## src/rtl/icv_pkg.sv

```systemverilog
package icv_pkg;
    typedef enum logic [1:0] {
        VT_OTHER = 2'b00,
        VT_TX    = 2'b01,
        VT_RXERR = 2'b10,
        VT_RXOK  = 2'b11
    } vclass_e;

    localparam int SRC_RX  = 0;
    localparam int SRC_TX  = 1;
    localparam int SRC_OTH = 2;
    localparam int NSRC    = 3;
    localparam int OTW     = 3;
endpackage

```

## src/rtl/icv_arbiter.sv

```systemverilog
module icv_arbiter
    import icv_pkg::*;
#(
    parameter int NCH = 2,
    localparam int CHW = (NCH > 1) ? $clog2(NCH) : 1
) (
    input  logic [NCH-1:0]      rx_req,
    input  logic [NCH-1:0]      rx_err,
    input  logic [NCH-1:0]      tx_req,
    input  logic [NCH*OTW-1:0]  oth_code,
    input  logic [NCH*NSRC-1:0] src_en,
    output logic                any_pend,
    output logic [CHW-1:0]      win_ch,
    output vclass_e             win_cls,
    output logic [OTW-1:0]      win_oth
);
    logic [NCH-1:0] rx_m, tx_m, oth_m;

    for (genvar c = 0; c < NCH; c++) begin : g_mask
        assign rx_m[c]  = rx_req[c] & src_en[c*NSRC+SRC_RX];
        assign tx_m[c]  = tx_req[c] & src_en[c*NSRC+SRC_TX];
        assign oth_m[c] = (|oth_code[c*OTW +: OTW]) & src_en[c*NSRC+SRC_OTH];
    end

    logic           rx_hit, tx_hit, oth_hit;
    logic [CHW-1:0] rx_ch, tx_ch, oth_ch;

    always_comb begin
        rx_hit = 1'b0; tx_hit = 1'b0; oth_hit = 1'b0;
        rx_ch = '0; tx_ch = '0; oth_ch = '0;
        for (int c = NCH - 1; c >= 0; c--) begin
            if (rx_m[c])  begin rx_hit  = 1'b1; rx_ch  = CHW'(c); end
            if (tx_m[c])  begin tx_hit  = 1'b1; tx_ch  = CHW'(c); end
            if (oth_m[c]) begin oth_hit = 1'b1; oth_ch = CHW'(c); end
        end
    end

    always_comb begin
        win_ch  = '0;
        win_cls = VT_OTHER;
        win_oth = '0;
        if (rx_hit) begin
            win_ch  = rx_ch;
            win_cls = rx_err[rx_ch] ? VT_RXERR : VT_RXOK;
        end else if (tx_hit) begin
            win_ch  = tx_ch;
            win_cls = VT_TX;
        end else if (oth_hit) begin
            win_ch  = oth_ch;
            win_oth = oth_code[oth_ch*OTW +: OTW];
        end
    end

    assign any_pend = rx_hit | tx_hit | oth_hit;
endmodule

```

## src/rtl/icv_vector.sv

```systemverilog
module icv_vector
    import icv_pkg::*;
#(
    parameter int DW = 8
) (
    input  logic [DW-1:0] base,
    input  logic [1:0]    mode,
    input  logic          chan,
    input  vclass_e       cls,
    input  logic          iack,
    output logic [DW-1:0] vec,
    output logic          oe
);
    logic [DW-1:0] formed;

    always_comb begin
        formed = base;
        if (mode[1])
            formed[0] = chan;
        if (mode == 2'b11)
            formed[2:1] = cls;
    end

    assign oe  = iack && (mode != 2'b00);
    assign vec = oe ? formed : '0;
endmodule

```

## src/rtl/icv_steer.sv

```systemverilog
module icv_steer #(
    parameter int NCH = 2,
    parameter int DW  = 8,
    localparam int CHW = (NCH > 1) ? $clog2(NCH) : 1
) (
    input  logic [CHW-1:0]    sel,
    input  logic              grx_rd,
    input  logic              gtx_wr,
    input  logic [NCH*DW-1:0] rx_data,
    output logic [NCH-1:0]    rx_pop,
    output logic [NCH-1:0]    tx_push,
    output logic [DW-1:0]     grx_data
);
    for (genvar c = 0; c < NCH; c++) begin : g_route
        assign rx_pop[c]  = grx_rd && (sel == CHW'(c));
        assign tx_push[c] = gtx_wr && (sel == CHW'(c));
    end

    assign grx_data = rx_data[sel*DW +: DW];
endmodule

```

## src/rtl/icv_unit.sv

```systemverilog
module icv_unit
    import icv_pkg::*;
#(
    parameter int NCH    = 2,
    parameter int DW     = 8,
    parameter int FDEPTH = 256,
    localparam int CW  = $clog2(FDEPTH + 1),
    localparam int CHW = (NCH > 1) ? $clog2(NCH) : 1
) (
    input  logic                clk,
    input  logic                rst_n,
    input  logic [DW-1:0]       cfg_vec_base,
    input  logic [1:0]          cfg_vec_mode,
    input  logic [NCH*NSRC-1:0] cfg_src_en,
    input  logic [NCH-1:0]      rx_req,
    input  logic [NCH-1:0]      rx_err,
    input  logic [NCH-1:0]      tx_req,
    input  logic [NCH*OTW-1:0]  oth_code,
    input  logic [NCH*CW-1:0]   rx_level,
    input  logic [NCH*CW-1:0]   tx_space,
    input  logic                iack,
    input  logic                upd_ctx,
    output logic                irq,
    output logic [DW-1:0]       bus_vec,
    output logic                bus_oe,
    output logic [DW-1:0]       ctx_chan,
    output logic [DW-1:0]       ctx_type,
    output logic [DW-1:0]       ctx_count,
    input  logic                grx_rd,
    input  logic                gtx_wr,
    output logic [NCH-1:0]      rx_pop,
    output logic [NCH-1:0]      tx_push,
    input  logic [NCH*DW-1:0]   rx_data,
    output logic [DW-1:0]       grx_data
);
    typedef struct packed {
        logic [CHW-1:0] chan;
        logic [DW-1:0]  typ;
        logic [DW-1:0]  cnt;
    } snap_t;

    snap_t snap_d, snap_q;

    logic           any_pend;
    logic [CHW-1:0] win_ch;
    vclass_e        win_cls;
    logic [OTW-1:0] win_oth;

    icv_arbiter #(.NCH(NCH)) u_arb (
        .rx_req   (rx_req),
        .rx_err   (rx_err),
        .tx_req   (tx_req),
        .oth_code (oth_code),
        .src_en   (cfg_src_en),
        .any_pend (any_pend),
        .win_ch   (win_ch),
        .win_cls  (win_cls),
        .win_oth  (win_oth)
    );

    icv_vector #(.DW(DW)) u_vec (
        .base (cfg_vec_base),
        .mode (cfg_vec_mode),
        .chan (win_ch[0]),
        .cls  (win_cls),
        .iack (iack),
        .vec  (bus_vec),
        .oe   (bus_oe)
    );

    logic [CW-1:0] lvl_sel;
    logic [DW-1:0] typ_new;

    always_comb begin
        typ_new = '0;
        lvl_sel = '0;
        unique case (win_cls)
            VT_RXERR: begin
                typ_new[7:6] = 2'b10;
                lvl_sel      = rx_level[win_ch*CW +: CW];
            end
            VT_RXOK: begin
                typ_new[7:6] = 2'b11;
                lvl_sel      = rx_level[win_ch*CW +: CW];
            end
            VT_TX: begin
                typ_new[5] = 1'b1;
                lvl_sel    = tx_space[win_ch*CW +: CW];
            end
            default: typ_new[2:0] = win_oth;
        endcase
    end

    always_comb begin
        snap_d = snap_q;
        if (iack || upd_ctx) begin
            snap_d.chan = win_ch;
            snap_d.typ  = typ_new;
            snap_d.cnt  = lvl_sel[CW-1] ? '0 : lvl_sel[DW-1:0];
        end
    end

    always_ff @(posedge clk or negedge rst_n) begin
        if (!rst_n)
            snap_q <= '0;
        else
            snap_q <= snap_d;
    end

    assign irq       = any_pend;
    assign ctx_chan  = DW'(snap_q.chan);
    assign ctx_type  = snap_q.typ;
    assign ctx_count = snap_q.cnt;

    icv_steer #(.NCH(NCH), .DW(DW)) u_steer (
        .sel      (snap_q.chan),
        .grx_rd   (grx_rd),
        .gtx_wr   (gtx_wr),
        .rx_data  (rx_data),
        .rx_pop   (rx_pop),
        .tx_push  (tx_push),
        .grx_data (grx_data)
    );
endmodule

```

## config.mk

```make
export PLATFORM = sky130hd
export DESIGN_NAME = icv_unit
export DESIGN_NICKNAME = d
export VERILOG_FILES = /design/src/rtl/icv_pkg.sv /design/src/rtl/icv_arbiter.sv /design/src/rtl/icv_vector.sv /design/src/rtl/icv_steer.sv /design/src/rtl/icv_unit.sv
export SDC_FILE = /design/constraint.sdc
export NUM_CORES = 1
export LEC_CHECK = 0
export BUFFER_PORTS_ARGS = -buffer_cell sky130_fd_sc_hd__buf_2
export CAP_MARGIN = 30
export CELL_PAD_IN_SITES_DETAIL_PLACEMENT = 0
export CELL_PAD_IN_SITES_GLOBAL_PLACEMENT = 1
export CORE_AREA = 2 2 76 78
export DETAILED_ROUTE_END_ITERATION = 16
export DIE_AREA = 0 0 78 80
export GPL_ROUTABILITY_DRIVEN = 0
export PLACE_DENSITY_LB_ADDON = 0.1
export REMOVE_ABC_BUFFERS = 1
export SKIP_LAST_GASP = 1
export SLEW_MARGIN = 20
export SYNTH_ARGS = -nofsm -noshare
export SYNTH_HDL_FRONTEND = slang
export SYNTH_SLANG_ARGS = --single-unit
```

## constraint.sdc

```tcl
create_clock -name clk -period 4 [get_ports clk]
set_clock_uncertainty 0.1 [all_clocks]
set_input_delay 0.4 -clock clk [delete_from_list [all_inputs] [get_ports clk]]
set_output_delay 0.4 -clock clk [all_outputs]
set_load 0.01 [all_outputs]
```

======== Word level (Yosys, flattened, before mapping) ========
Index checks and enable logic that the tools add are counted.
operators by class
  div/mod/pow operators ................... 0
  $add $sub $neg .......................... 0
  bitwise logic cells ..................... 9
  magnitude comparators ................... 1
  shifts and indexed selects .............. 4
  mux-type cells .......................... 28
  equal/unequal tests ..................... 4
  reduce and logical (&&, ||, !) cells .... 11
  $mul .................................... 2
operators by type and width
  cell                                                                  number
  18-bit by 6-bit indexed part select with 9-bit output                 2
  1-bit 2-to-1 mux                                                      18
  9-bit case mux with 2 select lines                                    1
  8-bit 2-to-1 mux                                                      2
  16-bit by 5-bit indexed part select with 8-bit output                 1
  3-bit 2-to-1 mux                                                      4
  3-bit OR reduction                                                    3
  1-bit AND                                                             6
  2-bit == test, second input constant                                  3
  6-bit by 4-bit indexed part select with 3-bit output                  1
  1-bit logical AND                                                     5
  1-bit by 4-bit multiplier with 5-bit output, second input constant    1
  2-bit 2-to-1 mux                                                      2
  2-bit case mux with 2 select lines                                    1
  1-bit by 2-bit multiplier with 3-bit output, second input constant    1
  2-bit by 1-bit == test with 1-bit output, second input constant       1
  1-bit by 2-bit < comparator with 1-bit output, second input constant  1
  1-bit bitwise OR                                                      2
  2-bit nonzero test                                                    1
  2-bit OR reduction                                                    1
  1-bit logical OR                                                      1
  1-bit NOT                                                             1
storage, ports and cells
  RAM bits ................................ 0
  word-level logic and storage cells ...... 62
  bits in latches ......................... 0
  memories kept ........................... 0
  register bits ........................... 15
  output and inout bits ................... 46
  bits of input ports ..................... 86
  memory bits (read-only) ................. 0

======== Longest topological paths before layout ========
  word-level depth ........................ 11
  gate-level depth with buffers ........... 6
  gate-level depth less buffers ........... 5

======== Cells and area by module ========
From an unflattened synthesis, not the netlist that was laid out.
unflattened totals
  cells, all modules ...................... 151
  area total of the unflattened synthesis .. 1416.4 um2
by module, submodules not included
  module       cells each  times used  seq. area each (um2)  area each (um2)
  icv_unit     98          1           375.4                 1004.7
  icv_steer    13          1           0.0                   156.4
  icv_arbiter  23          1           0.0                   138.9
  icv_vector   17          1           0.0                   116.4

======== Worst setup path after synthesis ========
Ideal clock, no wire load.
  path type ............................... input-to-output
  start point ............................. in oth_code[1]
  end point ............................... out bus_vec[0]
  arrival time ............................ 1.515 ns
  stages on the path ...................... 6
  data required time ...................... 3.500 ns
  slack ................................... 1.985 ns
  cell sequence ........................... o31ai_2 > nor2b_4 > o211ai_2 > buf_6 > mux2_2 > nor2_1
between the ends
  longest elaborated chain between the ends .. 8
  elaborated cells on any way between the ends .. 9
RTL lines
  item                    line               text
  start: declaration      icv_unit.sv:18     input logic [NCH*OTW-1:0] oth_code,
  3-bit OR reduction (*)  icv_arbiter.sv:22  assign oth_m[c] = (|oth_code[c*OTW +: OTW]) & src_en[c*NSRC+SRC_OTH];
  1-bit AND (*)           icv_arbiter.sv:22
  1-bit 2-to-1 mux        icv_arbiter.sv:34  if (oth_m[c]) begin oth_hit = 1'b1; oth_ch = CHW'(c); end
  1-bit 2-to-1 mux (*)    icv_arbiter.sv:48  end else if (oth_hit) begin
  1-bit 2-to-1 mux (*)    icv_arbiter.sv:45  end else if (tx_hit) begin
  1-bit 2-to-1 mux (*)    icv_arbiter.sv:42  if (rx_hit) begin
  1-bit 2-to-1 mux (*)    icv_vector.sv:18   if (mode[1])
  8-bit 2-to-1 mux (*)    icv_vector.sv:25   assign vec = oe ? formed : '0;
  end: declaration        icv_unit.sv:24     output logic [DW-1:0] bus_vec,
Every way passes the cells marked *; elsewhere a longest branch is shown, timed or not.

======== Worst setup path in the final report ========
  start point ............................. in oth_code[4]
  end point ............................... out bus_vec[0]
between the ends
  longest elaborated chain between the ends .. 9
  elaborated cells on any way between the ends .. 10
RTL lines
  item                    line
  3-bit OR reduction (*)  icv_arbiter.sv:22
  1-bit AND (*)           icv_arbiter.sv:22
  1-bit 2-to-1 mux (*)    icv_arbiter.sv:34
  1-bit 2-to-1 mux        icv_arbiter.sv:34
  1-bit 2-to-1 mux (*)    icv_arbiter.sv:48
  1-bit 2-to-1 mux (*)    icv_arbiter.sv:45
  1-bit 2-to-1 mux (*)    icv_arbiter.sv:42
  1-bit 2-to-1 mux (*)    icv_vector.sv:18
  8-bit 2-to-1 mux (*)    icv_vector.sv:25
Marks and branches as above.

==> run metrics <==
Mapped Cells 134; final core utilization 36.5%; Slew Limit Fails 0; Hold Crit Endpoint ctx_type[0]; PwrDens 257 nW/um^2; Hold Crit Start oth_code[3]; post-synth cell types 33; Hold Crit Class input pin to flop; share of cells above drive strength 1 60.5%; Final period util 58.9%; Seq/Total Area, Yosys 28.8%; Netlist Area Pre-Place 1310 um^2; critical-path maximum fanout 11; CP startpoint kind input pin; io pins 132; Max Fclk 424 MHz; Post-Syn Area per Cell 9.74 um^2; largest net degree at the start of global routing 24; hold buffers post-CTS 1; global-route wire length before repair 6440 um; DP Area 1920 um^2; GRT Util Overall 12.8%; width of the chip 78 um; worst path arrival time 1.86 ns; Post CTS Setup Buffer Count 0; RSZ-0062 raised after global routing false; routed via count 1412; Antenna diodes 0; drt pass-1 iters 4; #FFs+latches synth 15; Die ar. 6240 um^2; post-DP HPWL 3390 um; Rows 27; worst-path cell chain buf_2, o31ai_2, nor2b_4, o211ai_2, mux2_2, nor2_1, buf_2; clk sink count 15; TritonCTS clock tree done; CTS H-tree depth 1; Core Area 5410 um^2; worst reg2reg setup slack 3.01 ns; post-cts resize count 0; post-route minimum period 2.36 ns; number of antenna violations at the first check in global routing 0; total negative slack 0 ns; Leak 1.06 nW; Final Hold Viols 0; CTS Root Cell clkbuf_8; status completed; Worst Hold Depth 3; Max stage delay on crit path 0.47 ns; Least-Margin Pin Slew 0.837 ns; area growth from synthesis to layout 51.1%; Clock Pin Slew Worst Setup and Hold Paths 0.06 ns; commonest non-fill, non-tap cell in the layout buf_2; # DRC 0; Final ANT Viol Nets 0; max-cap violations 0; wire length per cell 12.8 um; drt total wl 4150 um; post-route cell area 1970 um^2; Clock Tree Buf Depth 2; warnings from Yosys 0; relative slew slack 44.1%; CP Class input pin to output port; VDD IR max 105 uV; Setup crit end kind output port; Final #Nets 340; Final setup viols 0; CP required 3.50 ns; RR Startpoint ctx_chan[0]; later-pin clock latency in the skew report 0.24 ns; Initial Util 24.1%; number of global-route vias before repair 1376; reg2reg end ctx_chan[0]; IO Port Bufs 122; CP dominant cell by count buf_2; reg2reg path depth 2; grt total ovfl 0; Layout fillers 582; DR vias/cell 4.34; CP max-delay cell o211ai_2; die height 80 um; DRT iter0 DRCs 53; total CTS buffers 3; most frequent cells in the layout 122 x buf_2, 17 x mux2_2, 15 x dfrtp_1
[metal layers]
metal	vias up	GRT usage (%)	part of all wire (%)
met4	0	4.21	0
met5	-	0	0
met2	79	21.4	45
li1	724	-	-
met1	609	16.2	46
met3	0	3.05	9.5
[stage by stage]
| step | std cells | power (mW) | hold WS [ns] | worst slack [ns] |
|---|---|---|---|---|
| floorplan | 126 | 0.288 | 0.00441 | 2.00 |
| global placement | 320 | 0.390 | 0.228 | 1.60 |
| detailed placement | 320 | 0.389 | 0.229 | 1.63 |
| CTS | 325 | 0.516 | 0.359 | 1.63 |
| global route | 325 | 0.542 | 0.386 | 1.49 |
| finish | 325 | 0.507 | 0.362 | 1.64 |
[power by group]
| group | leakage [nW] | internal [mW] | switching [mW] |
|---|---|---|---|
| registers | 0.197 | 0.168 | 0.0132 |
| logic | 0.835 | 0.103 | 0.101 |
| clock network | 0.0228 | 0.0704 | 0.0513 |
| total | 1.06 | 0.341 | 0.166 |
[final cells by class]
type | instances | area [um^2] | area share [%]
timing repair buffer | 123 | 621 | 31.5
sequential | 15 | 375 | 19.0
tap | 72 | 90.1 | 4.57
clock buffer | 4 | 45.0 | 2.28
inverter | 2 | 7.51 | 0.381
multi-input combinational | 109 | 833 | 42.3
[state kept, by name, summed over array words and instances, names as in the netlist]
signal     flops
ctx_count      8
ctx_chan       1
ctx_type       6
[cells in the mapped netlist, drive strengths merged]
cell type   n  area (um^2)
nor4        8         50.1
or2         1         6.26
nand3       2         10.0
dfrtp      15          375
o211ai      1         12.5
mux2i       9         90.1
o211a       1         10.0
mux2       18          206
clkbuf      4         15.0
nor2        7         42.5
a22o        1         10.0
and2        7         43.8
buf        12          106
o31ai       2         25.0
a22oi       5         51.3
a221o       8         80.1
inv         2         7.51
conb        1         3.75
nand4       1         6.26
nor3b       1         7.51
nand2      11         41.3
a311oi      2         17.5
a21oi       4         20.0
nor2b       3         26.3
o21ai       7         35.0
nor3        1         5.00
[worst max-delay path, delay by kind of cell]
family                 cells  cell delay, ns
buffers and inverters      2            0.25
AOI/OAI and AO/OA          2            0.82
muxes                      1            0.25
and+or+nand+nor            2            0.13
[kinds of logic after synthesis]
logic type	after synthesis	synth area share (%)
AO/OA/AOI/OAI	31	20.0
buffers and inverters	18	9.88
flip-flops	15	28.8
multiplexers	27	22.7
other	1	0.287
AND/OR/NAND/NOR	42	18.3
[how the worst max path moves through the flow]
stage | depth (start not counted) | to | from | slack [ns]
3_3_place_gp | 7 | bus_vec[0] | oth_code[4] | 1.60
4_1_cts | 7 | bus_vec[0] | oth_code[4] | 1.63
6_report | 7 | bus_vec[0] | oth_code[4] | 1.64
3_5_place_dp | 7 | bus_vec[0] | oth_code[4] | 1.63
5_1_grt | 7 | bus_vec[0] | oth_code[1] | 1.49
2_1_floorplan | 5 | bus_vec[0] | oth_code[1] | 2.00
Power figures use the tool's default switching activity.
